`config.mk`:
```
export PLATFORM = sky130hd
export DESIGN_NAME = gate_prot_seq
export DESIGN_NICKNAME = d
export VERILOG_FILES = /design/src/rtl/gate_prot_pkg.sv /design/src/rtl/prot_uv_flag.sv /design/src/rtl/prot_fault_timer.sv /design/src/rtl/prot_chan.sv /design/src/rtl/gate_prot_seq.sv
export SDC_FILE = /design/constraint.sdc
export NUM_CORES = 1
export LEC_CHECK = 0
export BUFFER_PORTS_ARGS = -buffer_cell sky130_fd_sc_hd__buf_2
export CAP_MARGIN = 20
export CORE_UTILIZATION = 43
export DETAILED_ROUTE_END_ITERATION = 16
export PLACE_DENSITY = 0.7
export SLEW_MARGIN = 20
export SYNTH_ARGS = -nofsm -noshare
export SYNTH_HDL_FRONTEND = slang
export SYNTH_SLANG_ARGS = --single-unit
```
`constraint.sdc`:
```
create_clock -name clk -period 3.2 [get_ports clk]
set_clock_uncertainty 0.2 [all_clocks]
set_input_delay 0.64 -clock clk [delete_from_list [all_inputs] [get_ports clk]]
set_output_delay 0.64 -clock clk [all_outputs]
set_load 0.1 [all_outputs]
```
`src/rtl/gate_prot_pkg.sv`:
```
package gate_prot_pkg;

  // Next value of the fault down-counter: reload on an event, else count to zero.
  function automatic int unsigned fault_next(input int unsigned cur,
                                             input logic trig,
                                             input int unsigned width);
    if (trig) return width;
    if (cur != 0) return cur - 1;
    return 0;
  endfunction

  // Arm state of one channel given block, rising-edge and current arm.
  function automatic logic arm_next(input logic blk, input logic rise,
                                    input logic cur);
    if (blk) return 1'b0;
    if (rise) return 1'b1;
    return cur;
  endfunction

endpackage

```
`src/rtl/prot_uv_flag.sv`:
```
module prot_uv_flag (
  input  logic clk,
  input  logic rst_n,
  input  logic det,
  input  logic rel,
  output logic active
);
  // Powers up in undervoltage; detect has priority over release.
  always_ff @(posedge clk or negedge rst_n) begin
    if (!rst_n)   active <= 1'b1;
    else if (det) active <= 1'b1;
    else if (rel) active <= 1'b0;
  end

  a_r9_det_sets: assert property (@(posedge clk) disable iff (!rst_n)
    det |=> active);
endmodule

```
`src/rtl/prot_fault_timer.sv`:
```
module prot_fault_timer
  import gate_prot_pkg::*;
#(
  parameter int unsigned FAULT_CYCLES = 16
) (
  input  logic clk,
  input  logic rst_n,
  input  logic trig,
  output logic busy
);
  localparam int unsigned CW = $clog2(FAULT_CYCLES + 1);

  logic [CW-1:0] cnt_q;
  logic [CW-1:0] cnt_d;

  always_comb cnt_d = CW'(fault_next(int'(cnt_q), trig, FAULT_CYCLES));

  always_ff @(posedge clk or negedge rst_n) begin
    if (!rst_n) cnt_q <= '0;
    else        cnt_q <= cnt_d;
  end

  assign busy = (cnt_q != '0);

  a_r8_reload_full: assert property (@(posedge clk) disable iff (!rst_n)
    trig |=> (cnt_q == CW'(FAULT_CYCLES)));
  a_r3_counts_down: assert property (@(posedge clk) disable iff (!rst_n)
    (!trig && busy) |=> (cnt_q == $past(cnt_q) - 1'b1));
endmodule

```
`src/rtl/prot_chan.sv`:
```
module prot_chan
  import gate_prot_pkg::*;
(
  input  logic clk,
  input  logic rst_n,
  input  logic cmd,
  input  logic blk,
  output logic gate
);
  logic prev_q, arm_q, arm_d, rise;

  assign rise  = cmd & ~prev_q;
  assign arm_d = arm_next(blk, rise, arm_q);

  always_ff @(posedge clk or negedge rst_n) begin
    if (!rst_n) begin
      prev_q <= 1'b0;
      arm_q  <= 1'b0;
      gate   <= 1'b0;
    end else begin
      prev_q <= cmd;
      arm_q  <= arm_d;
      gate   <= arm_d & cmd;
    end
  end

  a_r6_block_kills: assert property (@(posedge clk) disable iff (!rst_n)
    blk |=> !gate);
  a_r7_on_needs_arm: assert property (@(posedge clk) disable iff (!rst_n)
    gate |-> arm_q);
  a_r7_fresh_after_block: assert property (@(posedge clk) disable iff (!rst_n)
    (blk && cmd) ##1 (!blk && cmd) |-> !gate [*1] ##1 1'b1);
endmodule

```
`src/rtl/gate_prot_seq.sv`:
```
module gate_prot_seq
#(
  parameter int unsigned PHASES       = 3,
  parameter int unsigned FAULT_CYCLES = 16
) (
  input  logic              clk,
  input  logic              rst_n,
  input  logic [PHASES-1:0] pwm_hi,
  input  logic [PHASES-1:0] pwm_lo,
  input  logic              ls_uv_det,
  input  logic              ls_uv_rst,
  input  logic [PHASES-1:0] hs_uv_det,
  input  logic [PHASES-1:0] hs_uv_rst,
  input  logic              sc_trip,
  output logic [PHASES-1:0] gate_hi,
  output logic [PHASES-1:0] gate_lo,
  output logic              fault_pull
);
  logic              ls_uv_act;
  logic [PHASES-1:0] hs_uv_act;
  logic              fault_evt;
  logic              fault_busy;
  logic              lo_block;
  logic [PHASES-1:0] hi_block;

  assign fault_evt = ls_uv_det | sc_trip;
  assign lo_block  = fault_evt | ls_uv_act | fault_busy;

  prot_uv_flag u_ls_uv (
    .clk(clk), .rst_n(rst_n), .det(ls_uv_det), .rel(ls_uv_rst),
    .active(ls_uv_act)
  );

  prot_fault_timer #(.FAULT_CYCLES(FAULT_CYCLES)) u_timer (
    .clk(clk), .rst_n(rst_n), .trig(fault_evt), .busy(fault_busy)
  );

  assign fault_pull = fault_busy;

  for (genvar p = 0; p < PHASES; p++) begin : g_phase
    prot_uv_flag u_hs_uv (
      .clk(clk), .rst_n(rst_n), .det(hs_uv_det[p]), .rel(hs_uv_rst[p]),
      .active(hs_uv_act[p])
    );
    assign hi_block[p] = hs_uv_det[p] | hs_uv_act[p];

    prot_chan u_hi (
      .clk(clk), .rst_n(rst_n), .cmd(pwm_hi[p]), .blk(hi_block[p]),
      .gate(gate_hi[p])
    );
    prot_chan u_lo (
      .clk(clk), .rst_n(rst_n), .cmd(pwm_lo[p]), .blk(lo_block),
      .gate(gate_lo[p])
    );

    a_r4_hs_uv_own: assert property (@(posedge clk) disable iff (!rst_n)
      hs_uv_det[p] |=> !gate_hi[p]);
  end

  a_r3_ls_uv_lo_off: assert property (@(posedge clk) disable iff (!rst_n)
    ls_uv_det |=> (gate_lo == '0) && fault_pull);
  a_r5_sc_lo_off: assert property (@(posedge clk) disable iff (!rst_n)
    sc_trip |=> (gate_lo == '0) && fault_pull);
  a_r6_no_lo_in_fault: assert property (@(posedge clk) disable iff (!rst_n)
    fault_pull |-> (gate_lo == '0));
  a_r4_hs_no_fault: assert property (@(posedge clk) disable iff (!rst_n)
    (!fault_evt && !fault_busy) |=> !fault_pull);
endmodule

```
==> impl_metrics.json <==
{
  "run_status": "finished clean",
  "worst_setup_path_start_kind": "register",
  "worstPathCellList": "inv_1, ha_1, nor4b_4, inv_2, buf_2",
  "unrepaired_setup_endpoints_after_global_routing": "false",
  "tritoncts_num_sinks": 27,
  "sequential_area_share_after_synthesis_pct": 62.0,
  "cap_viol_max_count": 0,
  "core_area_sq_um": 2320,
  "switching_share_pct": 25.9,
  "initial_utilization_pct": 47.4,
  "drcViolationCount": 0,
  "cts_tree": "built",
  "number_of_hold_buffers_added_after_cts": 0,
  "floorplan.io_pins": 24,
  "dr_total_vias": 673,
  "gp_congestion": 0.673,
  "initial_antenna_violation_count": 0,
  "place.detailed.instances": 128,
  "antenna_cells": 0,
  "syn_avg_cell_area_sq_um": 13.1,
  "gr-total-overflow": 0,
  "finish.cell_count_without_fillers": 132,
  "post-route-min-period_ns": 2.71,
  "critical_path.n_buffers_inverters": 3,
  "synth_area_leaders": "sky130_fd_sc_hd__dfrtp_1 (52%), sky130_fd_sc_hd__dfstp_2 (9.6%), sky130_fd_sc_hd__a2111oi_2 (5.5%), sky130_fd_sc_hd__buf_4 (4.1%), sky130_fd_sc_hd__inv_1 (4.1%)",
  "actual_slew_at_the_worst_max_slew_pin_ns": 0.572,
  "dpl_cell_area_sq_um": 1200,
  "power_internal_mw": 0.434,
  "final.period_utilization_pct": 84.7,
  "fmaxAchievable_ghz": 0.369,
  "final-setup-viol-count": 0,
  "clockPowerShare_pct": 25.1,
  "post_layout_instance_area_sq_um": 1230,
  "first_global_vias": 683,
  "cp.arrival_ns": 1.87,
  "yosys.area.top_type_share_pct": 52.4,
  "wire_length_of_the_first_global_routing_pass_um": 2860,
  "seq_power_share_pct": 62.8,
  "net-switching-power_mw": 0.152,
  "p_per_area_nw_per_um2": 477,
  "critical_path_class": "reg -> out",
  "report.final.slew_viol_count": 0,
  "tritoncts.num_buffers": 3,
  "route.detailed.wl_per_inst_um": 12.3,
  "cpPeakStageDelay_ns": 0.44,
  "cts_htree_levels": 1,
  "synth.lib_cells_used.distinct": 23,
  "cts_setup_buffers": 0,
  "core_util_final_pct": 53.0,
  "critPathSlowestCell": "sky130_fd_sc_hd__dfrtp_1",
  "synth-seq-cells": 27,
  "design_power_total_mw": 0.586,
  "cell_area_after_synthesis_sq_um": 1100,
  "edff_count_synth": 0,
  "horizontal_die_dimension_um": 52.5,
  "finalSetupTns_ns": 0,
  "rows": 17,
  "grt_start_max_net_pins": 28,
  "sum_of_routed_wire_length_over_all_layers_um": 1620,
  "vertical_extent_of_the_die_um": 52.5,
  "layout.nets": 123,
  "clock_insertion_delay_worst_skew_ns": 0.33,
  "critical_path_required_ns": 2.36,
  "synth_ff_type": "sky130_fd_sc_hd__dfrtp_1",
  "grtUsageTotal_pct": 14.8,
  "drt_iter0_drc": 1,
  "drt-vias-per-instance": 5.10,
  "leakagePower_nw": 0.627,
  "dp_hpwl_um": 1210,
  "syn2layout_area_growth_pct": 12.0,
  "share_of_layout_cells_above_drive_strength_1_pct": 36.5,
  "max-vdd-ir-drop_mv": 0.322,
  "synth.net_count": 102,
  "port-buffer-count": 23,
  "clk_pin_slew_ns": 0.15,
  "pwr-share-comb_pct": 12.1,
  "async_set_or_reset_register_ratio_after_synthesis_pct": 100,
  "final_antenna_net_count": 0,
  "crit_path_end_kind": "primary output",
  "clock_path_buffers": 2,
  "worst-path-max-fanout": 7,
  "timing.max_slew.rel_slack_pct": 61.8,
  "yosysWarnings": 0,
  "synthesis.instances": 84,
  "hold_path.class": "in -> async",
  "detailedRoute.firstPassIterationCount": 4,
  "crit_family": "buffers and inverters",
  "hold_violations": 0,
  "netlist.top_cell.by_area": "sky130_fd_sc_hd__dfrtp_1",
  "die-area_sq_um": 2760,
  "clock-root-buffer": "sky130_fd_sc_hd__clkbuf_4",
  "ctsResizeCount": 0
}
cells by family after synthesis:
logic type / count (synthesis) / share of synthesized area, %
buffers and inverters: 20 / 8.88
AOI/OAI and AO/OA: 19 / 16.5
DFF: 27 / 62.0
xor gates and xnor gates: 1 / 0.797
and+or+nand+nor: 16 / 10.7
adders and majority gates: 1 / 1.14
cell type report:
| type | count | area (sq um) |
|---|---|---|
| fill | 214 | 1090 |
| timing repair buffer | 23 | 115 |
| multi-input combinational | 37 | 320 |
| tap | 28 | 35.0 |
| sequential | 27 | 681 |
| clock buffer | 3 | 22.5 |
| clock inverter | 1 | 7.51 |
| inverter | 13 | 48.8 |
layer usage:
metal / track usage [%] / wire [um]
met4: 5.26 / 21
met2: 26.2 / 823
met5: 0 / 0
met3: 6.38 / 103
met1: 15.4 / 669
per-stage QoR:
stage | hold WS (ns) | setup WS, ns
detailed placement | 0.253 | 0.858
global placement | 0.254 | 0.930
finish | 0.0801 | 0.490
floorplan | 0.144 | 1.11
CTS | 0.0929 | 0.457
global route | 0.113 | 0.333
cell usage after synthesis (3+ instances only):
library cell                number
sky130_fd_sc_hd__dfrtp_1        23
sky130_fd_sc_hd__inv_1          12
sky130_fd_sc_hd__buf_4           6
sky130_fd_sc_hd__a2111oi_2       4
sky130_fd_sc_hd__a21o_1          4
sky130_fd_sc_hd__dfstp_2         4
sky130_fd_sc_hd__a211oi_1        3
sky130_fd_sc_hd__nand2b_1        3
sky130_fd_sc_hd__nor2_1          3
sky130_fd_sc_hd__nor2b_1         3
sky130_fd_sc_hd__nor4_1          3
sky130_fd_sc_hd__o211a_1         3
sky130_fd_sc_hd__o21a_1          3
layout by cell type, fill, tap and decap left out, drive strengths merged:
cell type	count
buf	23
o31ai	1
dfstp	4
o211a	3
a2111oi	4
clkinvlp	1
xnor2	1
dfrtp	23
or3b	1
a211oi	3
nor2	3
ha	1
nor2b	3
a211o	1
nor4	3
inv	13
nand2b	3
or3	1
o21a	3
a21o	4
or4	1
clkbuf	3
nor4b	1
power by group through the flow:
stage          sequential [mW]  combinational, mW  clock (mW)
2_1_floorplan            0.373             0.0459           0
3_3_place_gp             0.374             0.0691           0
3_5_place_dp             0.375             0.0721           0
4_1_cts                  0.368             0.0724       0.157
5_1_grt                  0.370             0.0791       0.170
6_report                 0.368             0.0707       0.147
worst paths after layout:
check                      cells after the start                               endpoint                              from  slack, ns
setup / recovery                               5                             fault_pull        u_timer.cnt_q[0]$_DFF_PN0_       0.49
hold / removal                                 1        g_phase[1].u_hi.arm_q$_DFF_PN0_                             rst_n       0.08
setup reg to reg                               5         g_phase[2].u_lo.gate$_DFF_PN0_        u_timer.cnt_q[0]$_DFF_PN0_       1.34
hold reg to reg                                1         g_phase[1].u_lo.gate$_DFF_PN0_  g_phase[1].u_lo.prev_q$_DFF_PN0_       0.27
max in group asynchronous                      1  g_phase[0].u_hs_uv.active$_DFFE_PN1P_                             rst_n       2.33
min in group clk                               1       g_phase[2].u_lo.prev_q$_DFF_PN0_                         pwm_lo[2]       0.22
registers in the layout, indices dropped and copies added, names as in the netlist:
name,count
g_phase.u_hi.arm_q,3
g_phase.u_hi.gate,3
g_phase.u_hi.prev_q,3
g_phase.u_hs_uv.active,3
g_phase.u_lo.arm_q,3
g_phase.u_lo.gate,3
g_phase.u_lo.prev_q,3
u_ls_uv.active,1
u_timer.cnt_q,5
Note: power is estimated with default switching activity, not from simulation.
